<file path="src/rtl/pacc_pkg.sv">
package pacc_pkg;
    localparam int CNT_W = 8;
    localparam int ADDR_W = 2;

    typedef enum logic [1:0] {
        CS_DIV512 = 2'b00,
        CS_TICK   = 2'b01,
        CS_OVF    = 2'b10,
        CS_EXT    = 2'b11
    } clksel_e;

    typedef enum logic [1:0] {
        ST_OFF,
        ST_EDGE,
        ST_OPEN,
        ST_SHUT
    } pstate_e;

    localparam logic [ADDR_W-1:0] A_CTRL = 2'd0;
    localparam logic [ADDR_W-1:0] A_CNT  = 2'd1;
    localparam logic [ADDR_W-1:0] A_STAT = 2'd2;
endpackage

</file>
<file path="src/rtl/pacc_sync.sv">
module pacc_sync #(
    parameter int STAGES = 2
) (
    input  logic clk,
    input  logic rst_n,
    input  logic din,
    output logic lvl,
    output logic lvl_prev
);
    logic [STAGES-1:0] pipe;

    generate
        if (STAGES == 1) begin : g_one
            always_ff @(posedge clk or negedge rst_n) begin
                if (!rst_n) pipe <= '0;
                else        pipe <= din;
            end
        end else begin : g_many
            always_ff @(posedge clk or negedge rst_n) begin
                if (!rst_n) pipe <= '0;
                else        pipe <= {pipe[STAGES-2:0], din};
            end
        end
    endgenerate

    always_ff @(posedge clk or negedge rst_n) begin
        if (!rst_n) lvl_prev <= 1'b0;
        else        lvl_prev <= pipe[STAGES-1];
    end

    assign lvl = pipe[STAGES-1];
endmodule

</file>
<file path="src/rtl/pacc_prescale.sv">
module pacc_prescale #(
    parameter int DIV_BITS = 9
) (
    input  logic clk,
    input  logic rst_n,
    output logic pulse
);
    logic [DIV_BITS-1:0] div_q;

    always_ff @(posedge clk or negedge rst_n) begin
        if (!rst_n) div_q <= '0;
        else        div_q <= div_q + 1'b1;
    end

    assign pulse = &div_q;

    assert_div_single_R5: assert property (@(posedge clk) disable iff (!rst_n)
        pulse |=> !pulse);
endmodule

</file>
<file path="src/rtl/pacc_ctrl.sv">
module pacc_ctrl
    import pacc_pkg::*;
(
    input  logic    clk,
    input  logic    rst_n,
    input  logic    en,
    input  logic    mode,
    input  logic    pol,
    input  clksel_e csel,
    input  logic    acc_lvl,
    input  logic    acc_prev,
    input  logic    ext_lvl,
    input  logic    ext_prev,
    input  logic    pre_pulse,
    input  logic    tmr_tick,
    input  logic    tmr_ovf,
    output logic    inc
);
    pstate_e state_q, state_d;
    logic    evt_hit;
    logic    src_pulse;

    always_comb begin
        if (!en)                  state_d = ST_OFF;
        else if (!mode)           state_d = ST_EDGE;
        else if (acc_lvl != pol)  state_d = ST_OPEN;
        else                      state_d = ST_SHUT;
    end

    always_ff @(posedge clk or negedge rst_n) begin
        if (!rst_n) state_q <= ST_OFF;
        else        state_q <= state_d;
    end

    always_comb begin
        evt_hit = pol ? (acc_lvl & ~acc_prev) : (~acc_lvl & acc_prev);
        unique case (csel)
            CS_DIV512: src_pulse = pre_pulse;
            CS_TICK:   src_pulse = tmr_tick;
            CS_OVF:    src_pulse = tmr_ovf;
            CS_EXT:    src_pulse = ext_lvl & ~ext_prev;
            default:   src_pulse = 1'b0;
        endcase
    end

    always_comb begin
        unique case (state_q)
            ST_OFF:  inc = 1'b0;
            ST_EDGE: inc = evt_hit;
            ST_OPEN: inc = src_pulse;
            ST_SHUT: inc = 1'b0;
            default: inc = 1'b0;
        endcase
    end

    assert_off_quiet_R12: assert property (@(posedge clk) disable iff (!rst_n)
        (state_q == ST_OFF) |-> !inc);
    assert_shut_quiet_R4: assert property (@(posedge clk) disable iff (!rst_n)
        (state_q == ST_SHUT) |-> !inc);
    assert_off_follows_R12: assert property (@(posedge clk) disable iff (!rst_n)
        !en |=> (state_q == ST_OFF));
endmodule

</file>
<file path="src/rtl/pacc_count.sv">
module pacc_count
    import pacc_pkg::*;
(
    input  logic             clk,
    input  logic             rst_n,
    input  logic             inc,
    input  logic             wr,
    input  logic [CNT_W-1:0] wdata,
    input  logic             clr,
    output logic [CNT_W-1:0] cnt,
    output logic             flag
);
    logic wrap;

    assign wrap = inc && !wr && (&cnt);

    always_ff @(posedge clk or negedge rst_n) begin
        if (!rst_n) begin
            cnt  <= '0;
            flag <= 1'b0;
        end else begin
            if (wr)       cnt <= wdata;
            else if (inc) cnt <= cnt + 1'b1;
            if (wrap)     flag <= 1'b1;
            else if (clr) flag <= 1'b0;
        end
    end

    assert_write_wins_R9: assert property (@(posedge clk) disable iff (!rst_n)
        wr |=> (cnt == $past(wdata)));
    assert_hold_R12: assert property (@(posedge clk) disable iff (!rst_n)
        (!inc && !wr) |=> $stable(cnt));
    assert_wrap_flag_R10: assert property (@(posedge clk) disable iff (!rst_n)
        (inc && !wr && cnt == '1) |=> (flag && cnt == '0));
    assert_flag_sticky_R10: assert property (@(posedge clk) disable iff (!rst_n)
        (flag && !clr) |=> flag);
endmodule

</file>
<file path="src/rtl/pacc_top.sv">
module pacc_top
    import pacc_pkg::*;
#(
    parameter int SYNC_STAGES = 2,
    parameter int DIV_BITS    = 9
) (
    input  logic              clk,
    input  logic              rst_n,
    input  logic              acc_in,
    input  logic              ext_clk,
    input  logic              tmr_tick,
    input  logic              tmr_ovf,
    input  logic              bus_wr,
    input  logic [ADDR_W-1:0] bus_addr,
    input  logic [CNT_W-1:0]  bus_wdata,
    output logic [CNT_W-1:0]  bus_rdata,
    output logic              ovf_flag
);
    logic       en_q, mode_q, pol_q;
    clksel_e    csel_q;
    logic       acc_lvl, acc_prev, ext_lvl, ext_prev;
    logic       pre_pulse, inc;
    logic       cnt_wr, flag_clr;
    logic [CNT_W-1:0] cnt;

    always_ff @(posedge clk or negedge rst_n) begin
        if (!rst_n) begin
            en_q   <= 1'b0;
            mode_q <= 1'b0;
            pol_q  <= 1'b0;
            csel_q <= CS_DIV512;
        end else if (bus_wr && bus_addr == A_CTRL) begin
            en_q   <= bus_wdata[0];
            mode_q <= bus_wdata[1];
            pol_q  <= bus_wdata[2];
            csel_q <= clksel_e'(bus_wdata[4:3]);
        end
    end

    assign cnt_wr   = bus_wr && (bus_addr == A_CNT);
    assign flag_clr = bus_wr && (bus_addr == A_STAT) && bus_wdata[0];

    pacc_sync #(.STAGES(SYNC_STAGES)) u_acc_sync (
        .clk(clk), .rst_n(rst_n), .din(acc_in),
        .lvl(acc_lvl), .lvl_prev(acc_prev));

    pacc_sync #(.STAGES(SYNC_STAGES)) u_ext_sync (
        .clk(clk), .rst_n(rst_n), .din(ext_clk),
        .lvl(ext_lvl), .lvl_prev(ext_prev));

    pacc_prescale #(.DIV_BITS(DIV_BITS)) u_pre (
        .clk(clk), .rst_n(rst_n), .pulse(pre_pulse));

    pacc_ctrl u_ctrl (
        .clk(clk), .rst_n(rst_n), .en(en_q), .mode(mode_q), .pol(pol_q),
        .csel(csel_q), .acc_lvl(acc_lvl), .acc_prev(acc_prev),
        .ext_lvl(ext_lvl), .ext_prev(ext_prev), .pre_pulse(pre_pulse),
        .tmr_tick(tmr_tick), .tmr_ovf(tmr_ovf), .inc(inc));

    pacc_count u_cnt (
        .clk(clk), .rst_n(rst_n), .inc(inc), .wr(cnt_wr),
        .wdata(bus_wdata), .clr(flag_clr), .cnt(cnt), .flag(ovf_flag));

    always_comb begin
        unique case (bus_addr)
            A_CTRL:  bus_rdata = {3'b000, csel_q, pol_q, mode_q, en_q};
            A_CNT:   bus_rdata = cnt;
            A_STAT:  bus_rdata = {6'b000000, ext_lvl, ovf_flag};
            default: bus_rdata = '0;
        endcase
    end

    assert_ctrl_reset_R1: assert property (@(posedge clk)
        !rst_n |=> (!en_q && !mode_q && !pol_q));
endmodule

</file>
<file path="config.mk">
export PLATFORM = sky130hd
export DESIGN_NAME = pacc_top
export DESIGN_NICKNAME = d
export VERILOG_FILES = /design/src/rtl/pacc_pkg.sv /design/src/rtl/pacc_sync.sv /design/src/rtl/pacc_prescale.sv /design/src/rtl/pacc_ctrl.sv /design/src/rtl/pacc_count.sv /design/src/rtl/pacc_top.sv
export SDC_FILE = /design/constraint.sdc
export NUM_CORES = 1
export LEC_CHECK = 0
export ABC_AREA = 1
export BUFFER_PORTS_ARGS = -buffer_cell sky130_fd_sc_hd__buf_2
export CAP_MARGIN = 15
export CORE_AREA = 5 5 63 65
export CTS_BUF_LIST = sky130_fd_sc_hd__clkbuf_4 sky130_fd_sc_hd__clkbuf_8
export CTS_CLUSTER_SIZE = 24
export DETAILED_ROUTE_END_ITERATION = 8
export DIE_AREA = 0 0 68 70
export PLACE_DENSITY = 0.73
export SKIP_LAST_GASP = 1
export SLEW_MARGIN = 0
export SYNTH_ARGS = -nofsm -noshare
export SYNTH_HDL_FRONTEND = slang
export SYNTH_HIERARCHICAL = 1
export SYNTH_SLANG_ARGS = --single-unit
</file>
<file path="constraint.sdc">
create_clock -name clk -period 2.1 [get_ports clk]
set_clock_uncertainty 0.2 [all_clocks]
set_input_delay 0.21 -clock clk [delete_from_list [all_inputs] [get_ports clk]]
set_output_delay 0.21 -clock clk [all_outputs]
set_load 0.01 [all_outputs]
</file>
==> impl_metrics.toml <==
[clock_tree]
clk_pin_slew_ns = 0.09
cts_tree = "built"
root_buffer = "clkbuf_4"
clock_tree.buffer_depth = 2
numCtsBuffers = 5
worst_skew_pair.late_latency_ns = 0.33
htreeDepth = 2
clock_sinks = 31

[layout]
drive_above_1_share_pct = 22.8
n_antenna_cell = 0
final_cells = 292
area_delta_synth_final_pct = 23.6
post-route-util_pct = 61.0
final_nets = 266

[setup_path]
cp_cell_sequence = "ha_2 > nand2_2 > inv_2 > nand3_2 > nor2_2 > ha_2 > nand2_1 > nand3b_1 > nand3_1 > nand2_2 > nor2_4 > a22oi_1 > nand2_1"
worstSetupStartpointType = "register"
cp.required_ns = 2.11
cp.arrival_ns = 2.07
critical_path.max_fanout = 8
max_stage_delay_ns = 0.39
crit_slowest_cell = "dfrtp_1"
worstSetupPathType = "register to register"
endpoint_kind = "register"

[power]
p_leak_nw = 1.05
net-switching-power_uw = 553
clkPwrFrac_pct = 22.6
seqPwrFrac_pct = 53.4
combPwrFrac_pct = 24.0
internal_power_mw = 1.01
pwr_density_cell_nw_per_um2 = 780
irDropWorstVdd_v = 0.000387
swShare_pct = 35.3

[global_route]
track_usage_pct = 16.7
antenna_found_initial = 0
grt_pass1_wl_mm = 5.98
grt_pass1_vias = 1340
grt_start_max_net_pins = 32
grt-ovfl-total = 0

[sta]
slew_violations = 0
period_share_pct = 97.7
final_hold_viol_count = 0
layout_min_cycle_time_ns = 2.05
rsz0062_at_grt = "true"
setup_viol = 0
max_freq_mhz = 488
hold_ws_ns = 0.0260
relSlewSlack_pct = 53.3
worst_slew_pin_slew_ns = 0.700

[synthesis]
synthFlopType = "dfrtp_1"
netlist_instances = 201
syn_area_sq_um = 1620
yosys_warnings = 6
ys_seq_area_share_pct = 47.9
syn-num-nets = 221
synth-edff-count = 0
synth-async-reset-ratio_pct = 100
yosys.cell_types.count = 24
ys_ff_latch = 31
synth.avg_cell_area_sq_um = 8.06

[die]
die_w_um = 68
num_rows = 21
coreArea_sq_um = 3280
fp.dieArea_sq_um = 4760
die_h_um = 70
io_pins = 26
initial_core_util_pct = 49.3

[placement]
hpwl_mm = 2.56
placedCellCount = 271
portBuffers = 25
gp_congestion = 0.862

[detailed_routing]
dr.first_iter.drc_count = 52
drt-met1-wl_mm = 1.62
drc = 0
routed_wl_mm = 3.70
num_vias = 1449
viasPerCell = 4.96
postRouteAntennaNets = 0
drt_first_pass_iters = 4
routedWlPerCell_um = 12.7
top_layer = "met4"
route.met2.wl_mm = 1.73
dr_wl_met3_um = 246

[flow_run]
drv_cap = 0

[min_path]
min_path_type = "input port to register"

[status]
status = "completed"
[path summary, 6_finish.rpt]
kind	startpoint	to	slack, ns	depth (start not counted)
setup / recovery	u_pre/div_q[1]	u_cnt/cnt[4]	0.05	13
hold reg to reg	u_ext_sync/pipe[0]	u_ext_sync/pipe[1]	0.16	0
hold / removal	bus_addr[1]	mode_q	0.03	4
setup reg to reg	u_pre/div_q[1]	u_cnt/cnt[4]	0.05	13
min in group asynchronous	rst_n	u_cnt/cnt[1]	0.25	2
max in group asynchronous	rst_n	u_pre/div_q[2]	0.99	2
[power by group through the flow]
stage | logic [mW] | clock network (mW) | registers, mW
6_report | 0.375 | 0.354 | 0.835
3_3_place_gp | 0.339 | 0 | 0.837
4_1_cts | 0.366 | 0.364 | 0.829
2_1_floorplan | 0.259 | 0 | 0.799
3_5_place_dp | 0.347 | 0 | 0.841
5_1_grt | 0.424 | 0.391 | 0.854
[kinds of logic (layout without fill, tap and decap cells)]
kind of cell / Yosys count / after routing / synth area share (%)
adder cells (fa/ha/maj): 3 / 3 / 2.32
buffers and inverters: 32 / 77 / 9.27
XOR/XNOR: 2 / 2 / 1.08
flip-flops: 31 / 31 / 47.9
AO/OA/AOI/OAI: 16 / 16 / 6.49
AND/OR/NAND/NOR: 117 / 117 / 33.0
[cell usage in the layout, fill, tap and decap left out, types with 2 or more instances in the layout]
cell type / count
buf_4: 5
nand2_2: 3
inv_1: 25
nor2_1: 14
nand3_2: 2
nor2_4: 3
ha_2: 2
nand3_1: 29
nand2_4: 2
o21bai_1: 2
nand3b_1: 2
a22oi_1: 6
buf_2: 25
nand2_1: 57
nor2_2: 3
xor2_1: 2
clkbuf_4: 5
dlygate4sd3_1: 12
inv_2: 2
o21ai_1: 3
dfrtp_1: 31
[state kept, by name, summed over array words and instances (netlist names), 2 cells and up]
name and count:
csel_q 2, u_acc_sync/pipe 2, u_cnt/cnt 8, u_ctrl/state_q 2
u_ext_sync/pipe 2, u_pre/div_q 9
[Yosys cell counts (3+ instances only)]
cell type | n | area share (%)
inv_1 | 26 | 6.0
nand3_1 | 29 | 9.0
dfrtp_1 | 31 | 48
nor2_2 | 3 | 1.2
nor2_4 | 3 | 2.1
ha_1 | 3 | 2.3
nand2_1 | 60 | 14
nor2_1 | 14 | 3.2
buf_6 | 4 | 2.8
a22oi_1 | 6 | 2.8
[what timing repair did]
| action | 4_1_cts | 5_1_grt |
|---|---|---|
| endpoints found under the hold margin | 46 | 0 |
| pin swaps | 1 | 5 |
| hold buffers | 12 | 0 |
| setup endpoints to repair | 1 | 9 |
| resized for setup | 1 | 10 |
| buffers inserted | 0 | 2 |
[layer usage]
metal  global-route usage, %  vias to the layer above
met5                       0                        -
met4                    7.73                        0
met3                    4.17                       11
met2                    24.5                       49
met1                    22.7                      660
li1                        -                      729
[layout make-up]
| type | count | area (sq um) |
|---|---|---|
| Tap cell | 46 | 57.6 |
| Clock buffer | 6 | 51.3 |
| Multi-Input combinational cell | 138 | 723 |
| Sequential cell | 31 | 776 |
| Inverter | 28 | 108 |
| Clock inverter | 1 | 5.00 |
| Timing Repair Buffer | 42 | 283 |
| Fill cell | 299 | 1280 |
[worst max-delay path: cells and delay by family, from the launching register on]
family                     cells  cell delay, ns
AOI/OAI and AO/OA              1            0.18
adders and majority gates      2            0.38
buffers and inverters          1            0.07
DFF                            1            0.39
and+or+nand+nor                9            0.71
[through the flow]
| stage | TNS (ns) | power, mW | setup slack (ns) | area [sq um] |
|---|---|---|---|---|
| floorplan | 0 | 1.06 | 0.136 | 1620 |
| global placement | 0 | 1.18 | 0.0714 | 1780 |
| detailed placement | -0.00136 | 1.19 | -0.00136 | 1780 |
| CTS | 0 | 1.56 | 0.0152 | 1960 |
| global route | -0.463 | 1.67 | -0.0936 | 2000 |
| finish | 0 | 1.56 | 0.0489 | 2000 |
Note: power is estimated with default switching activity, not from simulation.
